[src/rtl/fecTxPkg.sv]
package fecTxPkg;

  localparam int BLOCK_W_DEF  = 66;
  localparam int BLOCKS_DEF   = 28;
  localparam int SYNC_BYTES_DEF = 5;
  localparam int PARITY_BYTES_DEF = 16;
  localparam logic [7:0] FIELD_POLY_LOW = 8'h1D;  // x^8+x^4+x^3+x^2+1

  typedef struct packed {
    logic       emitSync;
    logic       emitPay;
    logic       emitPar;
    logic       loadBlk;
    logic       clrPar;
    logic       startMark;
    logic [2:0] fillBits;
    logic [7:0] phaseIdx;
  } fecStrobe_t;

  function automatic logic [7:0] gfMul(input logic [7:0] a, input logic [7:0] b);
    logic [7:0] acc;
    logic [7:0] aa;
    acc = 8'h00;
    aa  = a;
    for (int i = 0; i < 8; i++) begin
      if (b[i]) acc = acc ^ aa;
      aa = {aa[6:0], 1'b0} ^ (aa[7] ? FIELD_POLY_LOW : 8'h00);
    end
    return acc;
  endfunction

endpackage

[src/rtl/fecTxCtrl.sv]
module fecTxCtrl
  import fecTxPkg::*;
#(
  parameter int BLOCK_W      = BLOCK_W_DEF,
  parameter int BLOCKS       = BLOCKS_DEF,
  parameter int SYNC_BYTES   = SYNC_BYTES_DEF,
  parameter int PARITY_BYTES = PARITY_BYTES_DEF
) (
  input  logic       clk,
  input  logic       rstN,
  input  logic       inValid,
  output logic       inReady,
  output fecStrobe_t stb
);

  localparam int PAY_BYTES = BLOCKS * BLOCK_W / 8;
  localparam int CNT_W     = $clog2(PAY_BYTES + 1);
  localparam int BIT_W     = $clog2(BLOCK_W + 8);
  localparam int BLK_W     = $clog2(BLOCKS + 1);

  typedef enum logic [1:0] {ST_SYNC, ST_PAY, ST_PAR} phase_t;

  phase_t           state, nextState;
  logic [CNT_W-1:0] idx;
  logic [BIT_W-1:0] bitCnt;
  logic [BLK_W-1:0] blkCnt;
  logic             emitAny;

  always_comb begin
    stb       = '0;
    inReady   = 1'b0;
    nextState = state;
    stb.phaseIdx = 8'(idx);
    case (state)
      ST_SYNC: begin
        stb.emitSync  = 1'b1;
        stb.startMark = (idx == '0);
        stb.clrPar    = (idx == '0);
        if (idx == CNT_W'(SYNC_BYTES - 1)) nextState = ST_PAY;
      end
      ST_PAY: begin
        if (bitCnt >= BIT_W'(8)) begin
          stb.emitPay = 1'b1;
          if (idx == CNT_W'(PAY_BYTES - 1)) nextState = ST_PAR;
        end else if (blkCnt < BLK_W'(BLOCKS)) begin
          inReady      = 1'b1;
          stb.loadBlk  = inValid;
          stb.fillBits = bitCnt[2:0];
        end
      end
      default: begin
        stb.emitPar = 1'b1;
        if (idx == CNT_W'(PARITY_BYTES - 1)) nextState = ST_SYNC;
      end
    endcase
  end

  assign emitAny = stb.emitSync | stb.emitPay | stb.emitPar;

  always_ff @(posedge clk) begin
    if (!rstN) begin
      state  <= ST_SYNC;
      idx    <= '0;
      bitCnt <= '0;
      blkCnt <= '0;
    end else begin
      state <= nextState;
      if (nextState != state)  idx <= '0;
      else if (emitAny)        idx <= idx + 1'b1;
      if (stb.loadBlk)         bitCnt <= bitCnt + BIT_W'(BLOCK_W);
      else if (stb.emitPay)    bitCnt <= bitCnt - BIT_W'(8);
      if (stb.clrPar)          blkCnt <= '0;
      else if (stb.loadBlk)    blkCnt <= blkCnt + 1'b1;
    end
  end

  // never more blocks in a codeword than it holds
  p_block_limit_r7: assert property (@(posedge clk) disable iff (!rstN)
    blkCnt <= BLK_W'(BLOCKS));

  // payload ends exactly when every block has been drained
  p_payload_end_r3: assert property (@(posedge clk) disable iff (!rstN)
    (state == ST_PAY && nextState == ST_PAR) |-> (blkCnt == BLK_W'(BLOCKS) && bitCnt == BIT_W'(8)));

  // a block is only loaded during the payload phase
  p_load_phase_r6: assert property (@(posedge clk) disable iff (!rstN)
    stb.loadBlk |-> (state == ST_PAY && !stb.emitSync && !stb.emitPar));

endmodule

[src/rtl/fecTxDatapath.sv]
module fecTxDatapath
  import fecTxPkg::*;
#(
  parameter int BLOCK_W      = BLOCK_W_DEF,
  parameter int BLOCKS       = BLOCKS_DEF,
  parameter int SYNC_BYTES   = SYNC_BYTES_DEF,
  parameter int PARITY_BYTES = PARITY_BYTES_DEF,
  parameter logic [SYNC_BYTES*8-1:0] SYNC_PATTERN = 40'hC35AE1960F
) (
  input  logic               clk,
  input  logic               rstN,
  input  fecStrobe_t         stb,
  input  logic [BLOCK_W-1:0] inBlock,
  output logic [7:0]         outData,
  output logic               outValid,
  output logic               outStart
);

  localparam int ACC_W    = BLOCK_W + 8;
  localparam int NPAR     = PARITY_BYTES;
  localparam int CW_BYTES = SYNC_BYTES + BLOCKS * BLOCK_W / 8 + PARITY_BYTES;

  function automatic logic [NPAR:0][7:0] genPoly();
    logic [NPAR:0][7:0] g;
    logic [7:0] root;
    g    = '0;
    g[0] = 8'h01;
    root = 8'h01;
    for (int i = 0; i < NPAR; i++) begin
      for (int j = NPAR; j > 0; j--) g[j] = g[j-1] ^ gfMul(g[j], root);
      g[0] = gfMul(g[0], root);
      root = gfMul(root, 8'h02);
    end
    return g;
  endfunction

  localparam logic [NPAR:0][7:0] GEN = genPoly();

  logic [ACC_W-1:0]     acc;
  logic [NPAR-1:0][7:0] par;
  logic [7:0]           payByte, feedback, syncByte;

  assign payByte  = acc[ACC_W-1 -: 8];
  assign feedback = payByte ^ par[NPAR-1];
  assign syncByte = SYNC_PATTERN[8*(SYNC_BYTES-1-int'(stb.phaseIdx)) +: 8];

  always_ff @(posedge clk) begin
    if (!rstN)            acc <= '0;
    else if (stb.loadBlk) acc <= acc | ({inBlock, 8'h00} >> stb.fillBits);
    else if (stb.emitPay) acc <= acc << 8;
  end

  for (genvar i = 0; i < NPAR; i++) begin : g_stage
    logic [7:0] prevStage;
    if (i == 0) begin : g_first
      assign prevStage = 8'h00;
    end else begin : g_rest
      assign prevStage = par[i-1];
    end
    always_ff @(posedge clk) begin
      if (!rstN || stb.clrPar) par[i] <= 8'h00;
      else if (stb.emitPay)    par[i] <= prevStage ^ gfMul(feedback, GEN[i]);
      else if (stb.emitPar)    par[i] <= prevStage;
    end
  end

  always_ff @(posedge clk) begin
    if (!rstN) begin
      outData  <= 8'h00;
      outValid <= 1'b0;
      outStart <= 1'b0;
    end else begin
      outValid <= stb.emitSync | stb.emitPay | stb.emitPar;
      outStart <= stb.startMark;
      if (stb.emitSync)     outData <= syncByte;
      else if (stb.emitPay) outData <= payByte;
      else if (stb.emitPar) outData <= par[NPAR-1];
    end
  end

  // checker state: valid bytes seen since the last start flag
  logic [15:0] sinceStart;
  logic        seenStart;
  always_ff @(posedge clk) begin
    if (!rstN) begin
      sinceStart <= '0;
      seenStart  <= 1'b0;
    end else if (outValid) begin
      sinceStart <= outStart ? 16'd1 : sinceStart + 16'd1;
      if (outStart) seenStart <= 1'b1;
    end
  end

  // start flag only accompanies a valid byte
  p_start_valid_r1: assert property (@(posedge clk) disable iff (!rstN)
    outStart |-> outValid);

  // start flags are one codeword apart
  p_start_spacing_r5: assert property (@(posedge clk) disable iff (!rstN)
    (outStart && seenStart) |-> (sinceStart == 16'(CW_BYTES)));

endmodule

[src/rtl/fecTxAssembler.sv]
module fecTxAssembler
  import fecTxPkg::*;
#(
  parameter int BLOCK_W      = BLOCK_W_DEF,
  parameter int BLOCKS       = BLOCKS_DEF,
  parameter int SYNC_BYTES   = SYNC_BYTES_DEF,
  parameter int PARITY_BYTES = PARITY_BYTES_DEF,
  parameter logic [SYNC_BYTES*8-1:0] SYNC_PATTERN = 40'hC35AE1960F
) (
  input  logic               clk,
  input  logic               rstN,
  input  logic [BLOCK_W-1:0] inBlock,
  input  logic               inValid,
  output logic               inReady,
  output logic [7:0]         outData,
  output logic               outValid,
  output logic               outStart
);

  fecStrobe_t stb;

  fecTxCtrl #(
    .BLOCK_W(BLOCK_W), .BLOCKS(BLOCKS),
    .SYNC_BYTES(SYNC_BYTES), .PARITY_BYTES(PARITY_BYTES)
  ) uCtrl (
    .clk(clk), .rstN(rstN), .inValid(inValid), .inReady(inReady), .stb(stb)
  );

  fecTxDatapath #(
    .BLOCK_W(BLOCK_W), .BLOCKS(BLOCKS),
    .SYNC_BYTES(SYNC_BYTES), .PARITY_BYTES(PARITY_BYTES),
    .SYNC_PATTERN(SYNC_PATTERN)
  ) uData (
    .clk(clk), .rstN(rstN), .stb(stb), .inBlock(inBlock),
    .outData(outData), .outValid(outValid), .outStart(outStart)
  );

  // nothing is offered or accepted while held in reset
  p_reset_quiet_r10: assert property (@(posedge clk)
    (!rstN && !$isunknown(rstN)) |=> (!outValid));

endmodule

[config.mk]
export PLATFORM = sky130hd
export DESIGN_NAME = fecTxAssembler
export DESIGN_NICKNAME = d
export VERILOG_FILES = /design/src/rtl/fecTxPkg.sv /design/src/rtl/fecTxCtrl.sv /design/src/rtl/fecTxDatapath.sv /design/src/rtl/fecTxAssembler.sv
export SDC_FILE = /design/constraint.sdc
export NUM_CORES = 1
export LEC_CHECK = 0
export BUFFER_PORTS_ARGS = -buffer_cell sky130_fd_sc_hd__buf_2
export CORE_MARGIN = 2
export CORE_UTILIZATION = 50
export DETAILED_ROUTE_END_ITERATION = 6
export MAX_ROUTING_LAYER = met4
export PLACE_DENSITY = 0.65
export SLEW_MARGIN = 20
export SYNTH_ARGS = -nofsm -noshare
export SYNTH_HDL_FRONTEND = slang
export SYNTH_SLANG_ARGS = --single-unit
[constraint.sdc]
create_clock -name clk -period 3.2 [get_ports clk]
set_input_delay 0.64 -clock clk [delete_from_list [all_inputs] [get_ports clk]]
set_output_delay 0.64 -clock clk [all_outputs]
set_load 0.05 [all_outputs]
* After elaboration in Yosys (flattened, before gate mapping)
Cells that the tools add are included.
Cells by class: shift-type cells 2, bitwise gates (word level) 58, add/sub/neg operators 5, multiplexer cells 135, magnitude comparators 2, equality and inequality tests 7, reduce and logical (&&, ||, !) cells 9
Operators by type and width (count):
- $mux 8 | 105
- $xor 8x8->8 | 54
- $mux 74 | 2
- $or 74x74->74 | 1
- $shr 74x3->74 | 1
- $shiftx 40x32->8 const A | 1
- $mux 5 | 7
- $mux 7 | 2
- $mux 1 | 10
- $mux 2 | 5
- $mux 3 | 3
- $sub 3x8->9 const A | 1
- $add 8x1->8 const B | 1
- $eq 8x3->1 const B | 1
- $eq 8x4->1 const B | 1
- $eq 8x8->1 const B | 1
- $logic_not 8->1 | 1
- $add 7x7->7 const B | 1
- $ge 7x4->1 const B | 1
- $sub 7x4->7 const B | 1
- $reduce_or 2->1 | 3
- $add 5x1->5 const B | 1
- $lt 5x5->1 const B | 1
- $pmux 2 s2 | 1
- other kinds (11) | 12
Word-level totals: register bits 234

* Logic depth before layout (Yosys ltp)
Gate-level depths: netlist of the first run.
word-level depth 22, depth in mapped cells 11

* Cells and area by module
A second synthesis of the first run with hierarchy kept.
Unflattened totals: cells, all modules 1644, area, all modules 14191.1 um^2
Modules (own cells, without submodules):
- fecTxDatapath | instances 1, cells each 1500, area an instance 12892.4 um^2
- fecTxCtrl | instances 1, cells each 144, area an instance 1298.7 um^2

* Worst setup path before layout of the first run
Ideal clock, no wire load.
kind register -> output, from register uCtrl.bitCnt[1], to output inReady, required time 2.560 ns, cell stages (with the launch flop) 7, arrival time 1.844 ns, setup slack 0.716 ns, cell sequence dfxtp_1 -> inv_1 -> ha_1 -> a21oi_1 -> nand2_1 -> clkbuf_1 -> nor2_1
Between the ends: cells in the longest elaborated chain, start to end 3
RTL lines:
- from (decl) | RTL line fecTxCtrl.sv:25 | logic [BIT_W-1:0] bitCnt;
- from (signal assigned) | RTL line fecTxCtrl.sv:70 | if (stb.loadBlk) bitCnt <= bitCnt + BIT_W'(BLOCK_W);
- from (signal assigned) | RTL line fecTxCtrl.sv:71 | else if (stb.emitPay) bitCnt <= bitCnt - BIT_W'(8);
- $ge 7x4->1 | RTL line fecTxCtrl.sv:42 | if (bitCnt >= BIT_W'(8)) begin
- $mux 1 | RTL line fecTxCtrl.sv:42
- $mux 1 | RTL line fecTxCtrl.sv:34 | case (state)
- to (decl) | RTL line fecTxAssembler.sv:14 | output logic inReady,
Every way passes these cells.

* Final worst setup path of the first run
from register uCtrl.bitCnt[3], to output inReady
The elaborated chain is that of the path after synthesis.

==> results of run 1 <==
[worst max-delay path: stages, from the launching register on]
cell      delay, ns
dfxtp_1        0.37
inv_1          0.09
ha_1           0.27
and4bb_2       0.28
nand2_1        0.12
buf_4          0.21
nor2_1         0.10
buf_2          0.27
[final cells by class]
| type | instances | area, um2 | share of cell area [%] |
|---|---|---|---|
| multi-input combinational | 1089 | 7540 | 52.5 |
| sequential | 231 | 4630 | 32.2 |
| timing repair buffer | 123 | 826 | 5.75 |
| clock buffer | 40 | 783 | 5.46 |
| tap | 330 | 413 | 2.88 |
| clock inverter | 8 | 101 | 0.706 |
| inverter | 19 | 71.3 | 0.497 |
[state kept, by name (all words and copies together) (netlist names)]
register                 flops
uData.acc                   72
uCtrl.bitCnt                 6
uData.outStart               1
uData.par                    8
uCtrl.idx                    8
uCtrl.blkCnt                 5
uData.g_stage.prevStage    120
uCtrl.state                  2
uData.outValid               1
uData.outData                8
[stage by stage]
step	cell area (um2)	utilization (%)	cells	worst slack [ns]
2_1_floorplan	12600	-	1460	0.716
3_3_place_gp	13500	53.8	1792	0.476
3_5_place_dp	13500	53.8	1792	0.383
4_1_cts	14400	57.3	1840	0.285
5_1_grt	14400	57.3	1840	0.142
6_report	14400	57.3	1840	0.301
[final timing paths]
kind | endpoint | cells after the start
max | inReady | 7
min | uData.acc[6] | 3
max reg2reg | uData.g_stage[6].prevStage[5] | 6
min reg2reg | uData.g_stage[8].prevStage[4] | 1
[report_power, final]
| part | total, W | leakage [nW] | switching (W) | internal [W] |
|---|---|---|---|---|
| registers | 0.00306 | 1.86 | 0.0000810 | 0.00298 |
| clock network | 0.00306 | 0.440 | 0.00122 | 0.00184 |
| logic | 0.00152 | 3.34 | 0.000973 | 0.000543 |
[per-layer routing]
metal,global-route usage [%],vias up,wire (um)
met3,4.27,49,2440
met5,-,-,0
met2,42.5,372,15900
li1,-,5471,-
met4,5.31,0,602
met1,39.0,5435,16900
[logic make-up (layout without fill, tap and decap cells)]
family	after synthesis	count (layout)	synth area share, %
simple gates	380	380	13.5
xor+xnor	151	151	12.9
mux	68	68	5.40
flops	231	231	36.6
buf+inv	140	190	4.33
compound gates	481	481	26.3
fa+ha+maj	9	9	0.891
[placed cells by master (no fill, tap or decap), drive strengths merged, types with 12 or more instances in the layout]
master and count:
or3 13, nor2 124, clkbuf 40, nand2 115, a21oi 118, dfxtp 231
o21ai 107, a221oi 68, a211oi 25, nor3 51, a21o 12, nand3 26
buf 123, mux2i 66, xor2 39, inv 18, xnor2 100, o221a 52
a31oi 29
==> reports/metrics.cfg, run 1 <==
[pwr]
p_total_w=0.00764
p_leak_nw=5.65
peakVddDrop_mv=0.706
powerDensity_nw_per_um2=532

[clocking]
path_clk_slew_ns=0.06
hold_buffers=0
cts.sinks=231
clk_path_buf_depth=3
cts_root_buf=clkbuf_16
post_cts_buffers=0
cts-resized-gates=0
htreeDepth=1
tritoncts=built
clock_latency_ns=0.54
cts_buffers=26

[final_layout]
drive_gt1_share_pct=16.6
syn_to_final_growth_pct=13.5
antenna_cells=0
nNetsFinal=1568
nFillCells=2284

[worst_setup_path]
cp_max_fo=14
startpoint=uCtrl.bitCnt[3]
reg2reg_slack_ns=0.34
critPathKind=flip-flop to output port
crit_path_end_kind=output port
cp.arrival_ns=2.26
worstSetupStartpointType=flip-flop
required_ns=2.56
reg2reg_from=uData.acc[73]

[logic_synthesis]
synth_most_common_cell=dfxtp_1
async_flop_share_pct=0
synthTopCellsByCount=dfxtp_1 (231), nor2_1 (124), a21oi_1 (118)
synth_top_area_cell=dfxtp_1
synth_edf_count=0
syn-num-nets=1538
ys_seq_area_share_pct=36.6
netlist_area_um2=12600
syn-instance-count=1460
synth_top_area_share_pct=36.6
ys_warn_count=0
ys_top_cells_by_area=dfxtp_1 (37%), xnor2_1 (6.2%), mux2i_1 (5.2%)
ys_types=65
avgSynthCellArea_um2=8.66
ys.flop_type=dfxtp_1
ys_ff_latch=231

[timing]
rsz0062_at_grt=no
slew_viol_final=0
max_slew_margin_pct=21.3
fmax_ghz=0.345
fin_skew_ns=0.0198
fin_crit_sh_pct=90.6
setup_violations=0
hold_viol=0
finalSetupTns_ns=0
worst_pin_slew_ns=1.17
finalCriticalPeriod_ns=2.90
timing.hold.ws_ns=0.399

[global_routing]
grt_usage_pct=27.7
grt_pass1_wl_mm=57.8
first_global_vias=10600
antenna_found_initial=0
gr-total-overflow=0
grt_max_degree=105

[detailed_routing]
post_drt_wl_per_cell_um=19.5
drtPass1Iterations=5
ant_nets=0
postRouteWirelength_mm=35.9
vias=11300
drcViolationCount=0
via_per_inst=6.16
drtIter0Drc=1053

[placed_design]
portBuffers=79
gp_congestion=0.869
dp_hpwl_mm=23.5

[floorplan]
die-area_um2=26600
die_h_um=163
io_pins=80
std_cell_rows=58
core-area_um2=25000
die_w_um=163
initial_core_util_pct=50.5

[worst_hold_path]
min_path_type=input pin to flip-flop
hold_start=inBlock[0]

[status]
run_status=finished, final reports clean

[flow_run]
maxCapViolations=0

No activity file was read; power rests on OpenSTA's default activity.
==> run 2, diff against run 1 <==
PLACE_DENSITY = 0.64   (was 0.65)
SYNTH_HIERARCHICAL = 1   (was default)
==> reports/metrics.cfg, run 2 <==
[pwr]
p_total_w=0.00782  ; +2.5%
power_frac_clock_pct=37.6  ; -2.4 points
cellInternalPower_w=0.00540  ; +0.65%
p_leak_nw=6.00  ; +6.2%
p_sw_share_pct=31.0  ; +1.3 points
peakVddDrop_mv=0.352  ; -50%
power_frac_comb_pct=22.9  ; +3.1 points
power_switching_w=0.00242  ; +6.8%
powerDensity_nw_per_um2=490  ; -7.8%
pwr-share-seq_pct=39.4  ; -0.7 points

[final_layout]
antenna_cells=0  ; unchanged
final_common_cell=dfxtp_1
most-common-layout-cells=dfxtp_1 (231), nand2_1 (224), mux2i_1 (149)
largest_reg_flops=120  ; unchanged
syn_to_final_growth_pct=12.5
drive_gt1_share_pct=17.8  ; +1.3 points
fin_area_um2=16000  ; +11%
nNetsFinal=1745  ; +11%
final_util_pct=57.3  ; about the same

[clocking]
path_clk_slew_ns=0.06  ; about the same
cts_buffers=27  ; +3.8%
cts.sinks=232  ; +0.43%
post_cts_buffers=0  ; unchanged
clk_path_buf_depth=3  ; unchanged
cts_root_buf=clkbuf_16
htreeDepth=1  ; unchanged
hold_buffers=0  ; unchanged
tritoncts=built
clock_latency_ns=0.54  ; about the same

[logic_synthesis]
ys_types=77  ; +18%
ys_seq_area_share_pct=32.7  ; -3.8 points
syn-instance-count=1644  ; +13%
ys.flop_type=dfxtp_1
ys_ff_latch=232  ; +0.43%
synthTopCellsByCount=dfxtp_1 (232), nand2_1 (224), mux2i_1 (149)
avgSynthCellArea_um2=8.63  ; -0.33%
synth_edf_count=0  ; unchanged
ys_warn_count=6  ; +6
synth_top_area_cell=dfxtp_1
ys_top_cells_by_area=dfxtp_1 (33%), mux2i_1 (11%), xnor2_1 (6.3%)
synth_most_common_cell=dfxtp_1
netlist_area_um2=14200  ; +12%
synth_top_area_share_pct=32.7  ; -3.8 points
async_flop_share_pct=0  ; unchanged
syn-num-nets=1723  ; +12%

[timing]
worst_pin_slew_ns=1.07  ; -0.107 ns
setup_ws_ns=0.228  ; -0.0736 ns
max_slew_margin_pct=28.7  ; +7.4 points
fin_skew_ns=0.0146  ; -0.00512 ns
fmax_ghz=0.336  ; -2.5%
rsz0062_at_grt=no
hold_viol=0  ; unchanged
finalCriticalPeriod_ns=2.97  ; +0.0736 ns
setup_violations=0  ; unchanged
slew_viol_final=0  ; unchanged
fin_crit_sh_pct=92.9  ; +2.3 points
finalSetupTns_ns=0  ; unchanged

[flow_run]
maxCapViolations=0  ; unchanged

[placed_design]
dp_hpwl_mm=27.1  ; +15%
post-place-ws_ns=0.243  ; -0.140 ns
placedInstanceArea_um2=15100  ; +12%
portBuffers=79  ; unchanged
gp_congestion=0.862  ; -0.84%

[worst_setup_path]
cp_max_fo=35  ; +21
cp.arrival_ns=3.39  ; +1.13 ns
critPathKind=flip-flop to flip-flop
crit_path_end_kind=flip-flop
required_ns=3.62  ; +1.06 ns
worstSetupStartpointType=flip-flop

[worst_hold_path]
min_path_type=flip-flop to flip-flop

[detailed_routing]
vias=12400  ; +9.6%
ant_nets=0  ; unchanged
drcViolationCount=0  ; unchanged
postRouteWirelength_mm=40.1  ; +12%
via_per_inst=6.02  ; -2.1%
post_drt_wl_per_cell_um=19.4  ; -0.24%
drtPass1Iterations=5  ; unchanged
drtIter0Drc=986  ; -6.4%

[floorplan]
die-area_um2=29700  ; +12%
die_w_um=172  ; +5.8%
std_cell_rows=61  ; +5.2%
io_pins=80  ; unchanged
die_h_um=172  ; +5.8%
core-area_um2=27900  ; +11%
initial_core_util_pct=50.9  ; +0.44 points

[global_routing]
first_global_vias=11500  ; +8.7%
grt_pass1_wl_mm=63.5  ; +9.9%
grt_max_degree=93  ; -11%
grt_usage_pct=27.6  ; -0.092 points
antenna_found_initial=0  ; unchanged
gr-total-overflow=0  ; unchanged

[status]
run_status=finished, final reports clean

[run 2: changes by cell type in the layout (fill, tap and decap cells not counted), sizes merged, moves of 13 or more]
cell	previous run	this run
o21ai	107	63
mux2i	66	149
nor2	124	101
xor2	39	52
nand2	115	224
a21oi	118	97
a211oi	25	47
a31oi	29	63
xnor2	100	116
buf	123	136
a221oi	68	25
nor3	51	34
nand3	26	9
nor2b	4	26
[run 2: what timing repair did]
action                                 CTS  global route
gates resized for setup                  0             1
setup endpoints to repair                0             2
endpoints found under the hold margin    0             0
[run 2: metrics by stage]
stage | hold slack, ns | cells
final | 0.464 | 2061
after global routing | 0.471 | 2061
after CTS | 0.465 | 2061
after detailed placement | 0.451 | 2015
after global placement | 0.449 | 2015
after floorplan | 0.432 | 1644
[run 2: power groups by stage]
stage          clock network, W  logic [W]  registers (W)
6_report                0.00294    0.00180        0.00309
5_1_grt                 0.00311    0.00192        0.00310
4_1_cts                 0.00299    0.00178        0.00308
3_5_place_dp                  0    0.00177        0.00315
3_3_place_gp                  0    0.00175        0.00314
2_1_floorplan                 0    0.00111        0.00327
[run 2: final cells by class]
| class | instances | area, um2 |
|---|---|---|
| fillers | 2510 | 11900 |
| multi-input cells | 1244 | 8960 |
| flip-flops and latches | 232 | 4650 |
| repair buffers | 136 | 948 |
| clock buffers | 39 | 801 |
| well taps | 378 | 473 |
| inverters | 25 | 96.3 |
| clock inverters | 7 | 45.0 |
[run 2: kinds of logic (layout without fill, tap and decap cells)]
logic type	count (synthesis)	count (layout)	share of synthesized area (%)
simple gates	455	455	14.5
other cells	1	1	0.0264
mux	162	162	11.5
compound gates	439	439	22.4
flops	232	232	32.7
fa+ha+maj	10	10	0.882
buf+inv	168	207	4.73
xor+xnor	177	177	13.2
[run 2: path summary, 6_finish.rpt]
path | from | end | slack, ns | cells past startpoint
max reg2reg | uCtrl/state[0] | uData/acc[47] | 0.23 | 9
min | uData/g_stage[15].prevStage[0] | uData/g_stage[15].prevStage[0] | 0.46 | 2
max | uCtrl/state[0] | uData/acc[47] | 0.23 | 9
min reg2reg | uData/g_stage[15].prevStage[0] | uData/g_stage[15].prevStage[0] | 0.46 | 2
[run 2: layer usage]
layer	global-route usage (%)	part of all wire [%]	wire length (um)	vias to the layer above
li1	-	-	-	6000
met1	37.1	46	18300	5977
met2	44.7	47	18800	380
met3	2.61	5.0	2020	60
met4	7.34	2.3	907	0
met5	-	0	0	-
[run 2: worst max-delay path, stage by stage, from the launching register on]
cell and delay (ns):
dfxtp_1 0.42, or4b_1 0.55, nor4_4 0.35, buf_12 0.30, buf_4 0.27, mux2i_1 0.33, mux2i_1 0.15, nand2_1 0.09
a31oi_1 0.09, o221a_2 0.29
